==> src/rtl/ohi_pkg.sv <==
package ohi_pkg;

  // one stream beat as it moves through the stage
  typedef struct packed {
    logic dat;
    logic vld;
    logic oh;
    logic sof;
  } ohi_beat_t;

  // default overhead layout: nine bytes of eight bits
  localparam int unsigned OHI_BYTES  = 9;
  localparam int unsigned OHI_BYTE_W = 8;

  // bytes handled as XOR masks: B1 (index 4) and C1 (index 8)
  localparam logic [OHI_BYTES-1:0] OHI_XOR_MASK = 9'b1_0001_0000;

endpackage

==> src/rtl/ohi_oh_counter.sv <==
module ohi_oh_counter #(
  parameter int unsigned OH_BYTES = 9,
  parameter int unsigned BYTE_W   = 8,
  localparam int unsigned BYTE_CW = (OH_BYTES > 1) ? $clog2(OH_BYTES) : 1,
  localparam int unsigned BIT_CW  = (BYTE_W > 1) ? $clog2(BYTE_W) : 1
) (
  input  logic              clk,
  input  logic              rst,
  input  logic              adv,
  input  logic              sof,
  output logic [BYTE_CW-1:0] cur_byte,
  output logic [BIT_CW-1:0]  cur_bit
);

  localparam logic [BYTE_CW-1:0] LAST_BYTE = BYTE_CW'(OH_BYTES - 1);
  localparam logic [BIT_CW-1:0]  LAST_BIT  = BIT_CW'(BYTE_W - 1);

  logic [BYTE_CW-1:0] byte_q;
  logic [BIT_CW-1:0]  bit_q;

  // a frame start forces this bit to be the first of the first byte
  always_comb begin
    cur_byte = sof ? '0 : byte_q;
    cur_bit  = sof ? '0 : bit_q;
  end

  always_ff @(posedge clk) begin
    if (rst) begin
      byte_q <= '0;
      bit_q  <= '0;
    end else if (adv) begin
      if (cur_bit == LAST_BIT) begin
        bit_q  <= '0;
        byte_q <= (cur_byte == LAST_BYTE) ? '0 : cur_byte + 1'b1;
      end else begin
        bit_q  <= cur_bit + 1'b1;
        byte_q <= cur_byte;
      end
    end
  end

endmodule

==> src/rtl/ohi_bit_mix.sv <==
module ohi_bit_mix (
  input  logic int_bit,
  input  logic slot,
  input  logic xor_sel,
  input  logic ext_en,
  input  logic ext_dat,
  output logic mix_bit
);

  always_comb begin
    if (slot && ext_en)
      mix_bit = xor_sel ? (int_bit ^ ext_dat) : ext_dat;
    else
      mix_bit = int_bit;
  end

endmodule

==> src/rtl/ohi_serial_insert.sv <==
module ohi_serial_insert
  import ohi_pkg::*;
#(
  parameter int unsigned           OH_BYTES = OHI_BYTES,
  parameter int unsigned           BYTE_W   = OHI_BYTE_W,
  parameter logic [OH_BYTES-1:0]   XOR_MASK = OHI_XOR_MASK
) (
  input  logic clk,
  input  logic rst,
  input  logic in_bit,
  input  logic in_vld,
  input  logic in_oh,
  input  logic in_sof,
  input  logic ext_dat,
  input  logic ext_en,
  output logic ext_slot,
  output logic ext_sof,
  output logic out_bit,
  output logic out_vld,
  output logic out_oh,
  output logic out_sof
);

  localparam int unsigned BYTE_CW = (OH_BYTES > 1) ? $clog2(OH_BYTES) : 1;
  localparam int unsigned BIT_CW  = (BYTE_W > 1) ? $clog2(BYTE_W) : 1;

  ohi_beat_t s1_q;
  ohi_beat_t s2_q;

  // stage 1: capture the incoming beat; the data bit carries no reset
  always_ff @(posedge clk) begin
    s1_q.dat <= in_bit;
    if (rst) begin
      s1_q.vld <= 1'b0;
      s1_q.oh  <= 1'b0;
      s1_q.sof <= 1'b0;
    end else begin
      s1_q.vld <= in_vld;
      s1_q.oh  <= in_oh;
      s1_q.sof <= in_sof;
    end
  end

  logic slot;
  assign slot     = s1_q.vld & s1_q.oh;
  assign ext_slot = slot;
  assign ext_sof  = slot & s1_q.sof;

  logic [BYTE_CW-1:0] cur_byte;
  logic [BIT_CW-1:0]  cur_bit;

  ohi_oh_counter #(
    .OH_BYTES (OH_BYTES),
    .BYTE_W   (BYTE_W)
  ) u_cnt (
    .clk      (clk),
    .rst      (rst),
    .adv      (slot),
    .sof      (s1_q.sof),
    .cur_byte (cur_byte),
    .cur_bit  (cur_bit)
  );

  // per-byte match against the XOR set
  logic [OH_BYTES-1:0] byte_hit;
  for (genvar g = 0; g < OH_BYTES; g++) begin : g_xor
    if (XOR_MASK[g]) begin : g_on
      assign byte_hit[g] = (cur_byte == BYTE_CW'(g));
    end else begin : g_off
      assign byte_hit[g] = 1'b0;
    end
  end

  logic xor_sel;
  logic mix_bit;
  logic unused_bit;
  assign xor_sel    = |byte_hit;
  assign unused_bit = ^cur_bit;

  ohi_bit_mix u_mix (
    .int_bit (s1_q.dat),
    .slot    (slot),
    .xor_sel (xor_sel),
    .ext_en  (ext_en),
    .ext_dat (ext_dat),
    .mix_bit (mix_bit)
  );

  // stage 2: registered outputs
  always_ff @(posedge clk) begin
    s2_q.dat <= mix_bit;
    if (rst) begin
      s2_q.vld <= 1'b0;
      s2_q.oh  <= 1'b0;
      s2_q.sof <= 1'b0;
    end else begin
      s2_q.vld <= s1_q.vld;
      s2_q.oh  <= s1_q.oh;
      s2_q.sof <= s1_q.sof;
    end
  end

  assign out_bit = s2_q.dat;
  assign out_vld = s2_q.vld;
  assign out_oh  = s2_q.oh;
  assign out_sof = s2_q.sof;

endmodule

==> config.mk <==
export PLATFORM = sky130hd
export DESIGN_NAME = ohi_serial_insert
export DESIGN_NICKNAME = d
export VERILOG_FILES = /design/src/rtl/ohi_pkg.sv /design/src/rtl/ohi_oh_counter.sv /design/src/rtl/ohi_bit_mix.sv /design/src/rtl/ohi_serial_insert.sv
export SDC_FILE = /design/constraint.sdc
export NUM_CORES = 1
export LEC_CHECK = 0
export BUFFER_PORTS_ARGS = -buffer_cell sky130_fd_sc_hd__buf_2
export CORE_MARGIN = 2
export CORE_UTILIZATION = 40
export CTS_BUF_LIST = sky130_fd_sc_hd__clkbuf_16
export DETAILED_ROUTE_END_ITERATION = 8
export HOLD_SLACK_MARGIN = 0.12
export PLACE_DENSITY_LB_ADDON = 0.15
export SYNTH_ARGS = -nofsm -noshare
export SYNTH_HDL_FRONTEND = slang
export SYNTH_SLANG_ARGS = --single-unit
==> constraint.sdc <==
create_clock -name clk -period 5.2 [get_ports clk]
set_clock_uncertainty 0.15 [all_clocks]
set_input_delay 0.78 -clock clk [delete_from_list [all_inputs] [get_ports clk]]
set_output_delay 0.78 -clock clk [all_outputs]
set_load 0.01 [all_outputs]
Word level (Yosys, flattened, before mapping)
Cells that the tools add are included.

cells by class
  add/sub/neg operators = 2
  equality and inequality tests = 3
  muxes and demuxes = 7
  bitwise logic cells = 3
  reductions and logical operators = 2

operators with widths
  cell                 number
  $mux 4               3
  $mux 3               2
  $add 4x1->4 const B  1
  $eq 4x3->1 const B   1
  $eq 4x4->1 const B   1
  $add 3x1->3 const B  1
  $eq 3x3->1 const B   1
  $and 1x1->1          2
  $mux 1               2
  $reduce_or 2->1      1
  $logic_and 1x1->1    1
  $xor 1x1->1          1

storage, ports and cells
  bits in registers = 15
  input bits = 8
  output and inout port bits = 6
  word-level logic and storage cells = 27

Longest topological paths before layout
  depth in word-level cells = 5
  mapped depth = 8
  mapped depth without buffers = 6

Modules after synthesis
From an unflattened synthesis, not the netlist that was laid out.

unflattened totals
  cell total of the unflattened synthesis = 74
  area, all modules = 690.7 um2

by module, submodules not included
  module             instances  cells an instance  area an instance (um2)  seq. area each (um2)
  ohi_oh_counter     1          51                 421.7                   140.1
  ohi_serial_insert  1          18                 229.0                   160.2
  ohi_bit_mix        1          5                  40.0                    0.0

Least setup slack after synthesis
No wires, ideal clock.

  path type = reg2reg
  start = reg s1_q[0] (netlist name)
  end = reg u_cnt.byte_q[3]
  library setup time = 0.133 ns
  arrival = 1.610 ns
  required time = 4.917 ns
  path slack = 3.308 ns
  stages on the path, launching flop included = 9
  path buffers = 2
  clock period less this slack = 1.892 ns
  cell sequence = dfxtp_1 -> clkbuf_1 -> nor2b_1 -> ha_1 -> ha_1 -> buf_4 -> or4b_1 -> nand4b_1 -> a31oi_1

on the way
  word-level cells in the longest chain between the ends = 4
  elaborated cells on any way between the ends = 7
  those cells by class = add/sub (1); eq/ne (2); mux (4)

ends and longest elaborated chain
  what                                       RTL line              source
  $mux 4                                     ohi_oh_counter.sv:23  cur_byte = sof ? '0 : byte_q;
  $add 4x1->4 or $eq 4x4->1 (tied branches)  ohi_oh_counter.sv:34  byte_q <= (cur_byte == LAST_BYTE) ? '0 : cur_byte + 1'b1;
  $mux 4                                     ohi_oh_counter.sv:34
  $mux 4 *                                   ohi_oh_counter.sv:32  if (cur_bit == LAST_BIT) begin
  to (signal assigned)                       ohi_oh_counter.sv:34
  to (signal assigned)                       ohi_oh_counter.sv:37  byte_q <= cur_byte;
  to (decl)                                  ohi_oh_counter.sv:18  logic [BYTE_CW-1:0] byte_q;

Every way passes the cells marked *; elsewhere a longest branch is shown, timed or not.
A chain may end at the register's enable or synchronous reset.

Worst setup path in the final report
  start = reg s1_q[0] (netlist name)
  end = out ext_sof

on the way
  word-level cells in the longest chain between the ends = 1

ends and longest elaborated chain
  what         RTL line                 source
  $and 1x1->1  ohi_serial_insert.sv:47  assign ext_sof = slot & s1_q.sof;
  to (decl)    ohi_serial_insert.sv:17  output logic ext_sof,

Every way passes these cells.

==> run_results.csv <==
group,metric,value,unit
run_status,status,"completed",
place,post-place-ws,3.17,ns
logic_synthesis,synth_top_area_cell,"dfxtp_1",
power_and_ir_drop,ir_worst_vdd,0.000226,V
die,core-area,0.00154,mm^2
timing,rsz0062_at_grt,"no",
route,drtIter0Drc,14,
logic_synthesis,yosysSeqAreaShare,0.451,
logic_synthesis,synthDistinctLibCells,25,
place,placed_area,728,um^2
place,place_inst,99,
die,die_y,44.8,um
place,gp_congestion,0.666,
cells_and_area,finalInstanceArea,807,um^2
worst_setup_path,worstSetupStartpointType,"flip-flop",
route,routed_wl,1230,um
clock_tree,clk_pin_slew,0.04,ns
clock_tree,cts_hold_buf,0,
worst_hold_path,hold_class,"reg2reg",
clock_tree,clockBufferDepth,2,
logic_synthesis,synth_cells,74,
clock_tree,root_buffer,"clkbuf_16",
logic_synthesis,synthFlopType,"dfxtp_1",
logic_synthesis,ys_ff_latch,15,
route,viasPerCell,5.46,
worst_setup_path,worstPathArrival,1.18,ns
worst_setup_path,worstSetupPathType,"reg2out",
die,fp-row-count,14,
clock_tree,cts_setup_buffers,0,
place,hpwl,780,um
global_routing,overflow,0,
worst_setup_path,critPathCaptureType,"primary output",
timing,finalCritPeriodShare,0.406,
timing,max_clock_freq,474,MHz
worst_setup_path,path_max_fanout,15,
cells_and_area,diodes,0,
logic_synthesis,muxShareOfSynthArea,0.0150,
global_routing,grt_max_degree,16,
timing,slew_headroom,0.700,
logic_synthesis,syn_area,666,um^2
logic_synthesis,syn_nets,84,
route,avgRoutedWirePerCell,11.9,um
logic_synthesis,yosysTopAreaCellShare,0.451,
logic_synthesis,avgSynthCellArea,9.00,um^2
clock_tree,cts_buffers,3,
logic_synthesis,synthSimpleGateAreaFrac,0.335,
timing,setup_tns,0,ns
logic_synthesis,synth_edf_count,0,
logic_synthesis,synth_warnings,0,
worst_setup_path,cp_cell_sequence,"and3_1 > buf_2",
route,ant_nets,0,
cells_and_area,seqCellArea,300,um^2
worst_setup_path,worst_path_largest_cell_delay,0.59,ns
route,vias,562,
power_and_ir_drop,p_total,0.281,mW
logic_synthesis,synth-xor-area-share,0.0132,
logic_synthesis,synthAdderAreaFrac,0.0376,
cells_and_area,fillers,155,
cells_and_area,stdcell_count,103,
logic_synthesis,synth_compound_area_frac,0.103,
cells_and_area,drive_gt1_frac,0.195,
global_routing,track_usage,0.146,
clock_tree,cts_tree,"built",
logic_synthesis,synth_top_family_by_area,"simple AND/OR/NAND/NOR gates",
die,dieArea,0.00201,mm^2
worst_setup_path,critPathBufInv,1,
worst_setup_path,cp.required,4.27,ns
cells_and_area,area_delta_synth_final,21.2,%
cells_and_area,layout.nets,98,
worst_setup_path,crit_family,"flip-flops",
die,initial_core_util,0.432,
power_and_ir_drop,power.density,348,mW/mm^2
logic_synthesis,yosysMostFrequentCell,"dfxtp_1",
logic_synthesis,ys_async_sr_fraction,0,
clock_tree,htree_levels,1,
timing,worstMarginPinSlew,0.449,ns
timing,finalSetupViolCount,0,
flow_run,drv_cap,0,
timing,fin_crit,2.11,ns
die,die_w,44.8,um
power_and_ir_drop,p_leak,0.340,nW
global_routing,antenna_found_initial,0,
global_routing,grt_pass1_vias,505,
worst_setup_path,cp_slowest_cell,"dfxtp_1",
timing,drv_slew,0,
cells_and_area,multi_input_area,335,um^2
route,drt-pass1-iter-count,4,
clock_tree,clock_latency,0.24,ns
timing,hold_violations,0,
cells_and_area,fin_util,0.524,
logic_synthesis,synthTopCellsByArea,"dfxtp_1, nor2b_1, a21oi_1",
logic_synthesis,ys_top_cells_by_count,"dfxtp_1, nor2b_1, nand2_1",
clock_tree,cts.repair.resized,0,
clock_tree,cts.sinks,15,
place,io_buffers,13,
timing,whs,0.300,ns
timing,fin_ws,3.09,ns
die,ios,14,
route,drcViolationCount,0,
global_routing,grt_pass1_wl,2100,um
[power by group]
part | internal, mW | switching (mW) | leakage, nW
clock | 0.102 | 0.0446 | 0.0423
combinational | 0.00639 | 0.00628 | 0.175
sequential | 0.119 | 0.00307 | 0.123
[path summary, 6_finish.rpt]
path / start / to / slack, ns / cells past startpoint
hold reg to reg: u_cnt.bit_q[2]$_SDFFE_PP0N_ / u_cnt.bit_q[2]$_SDFFE_PP0N_ / 0.30 / 2
setup / recovery: s1_q[0]$_SDFF_PP0_ / ext_sof / 3.09 / 2
setup reg to reg: s1_q[0]$_SDFF_PP0_ / u_cnt.byte_q[3]$_SDFFE_PP0N_ / 3.13 / 6
hold / removal: u_cnt.bit_q[2]$_SDFFE_PP0N_ / u_cnt.bit_q[2]$_SDFFE_PP0N_ / 0.30 / 2
[registers in the layout (all words and copies together) (netlist names)]
name and count:
u_cnt.byte_q 4, u_cnt.bit_q 3, out_vld 1, out_sof 1
s1_q 4, out_bit 1, out_oh 1
[layout by cell type, fill, tap and decap left out, types with 6 or more instances in the layout]
| master | Yosys | routed |
|---|---|---|
| dfxtp_1 | 15 | 15 |
| buf_2 | 0 | 13 |
| nor2b_1 | 10 | 10 |
| nand2_1 | 7 | 7 |
| a21oi_1 | 6 | 6 |
[tightest hold or removal path, cell delays in order (launching register included)]
cell,delay [ns]
dfxtp_1,0.30
nand2_1,0.05
a21oi_1,0.05
[cell families (layout without fill, tap and decap cells)]
logic type	Yosys count	after routing
adder cells (fa/ha/maj)	2	2
flip-flops	15	15
AO/OA/AOI/OAI	12	12
multiplexers	1	1
buffers and inverters	6	19
AND/OR/NAND/NOR	37	37
XOR/XNOR	1	1
[cell type report]
type                    instances  area share
flip-flops and latches         15       0.372
well taps                      16      0.0248
repair buffers                 13      0.0806
inverters                       2     0.00930
clock inverters                 1     0.00465
multi-input cells              53       0.416
clock buffers                   3      0.0930
[metal layers]
metal / vias to the layer above / global-route usage / wire (um) / part of all wire
li1: 288 / - / - / -
met1: 254 / 0.162 / 581 / 0.47
met2: 18 / 0.238 / 551 / 0.45
met3: 2 / 0.0720 / 85 / 0.069
met4: 0 / 0.0588 / 9 / 0.0073
met5: - / 0 / 0 / 0
Power figures use the tool's default switching activity.
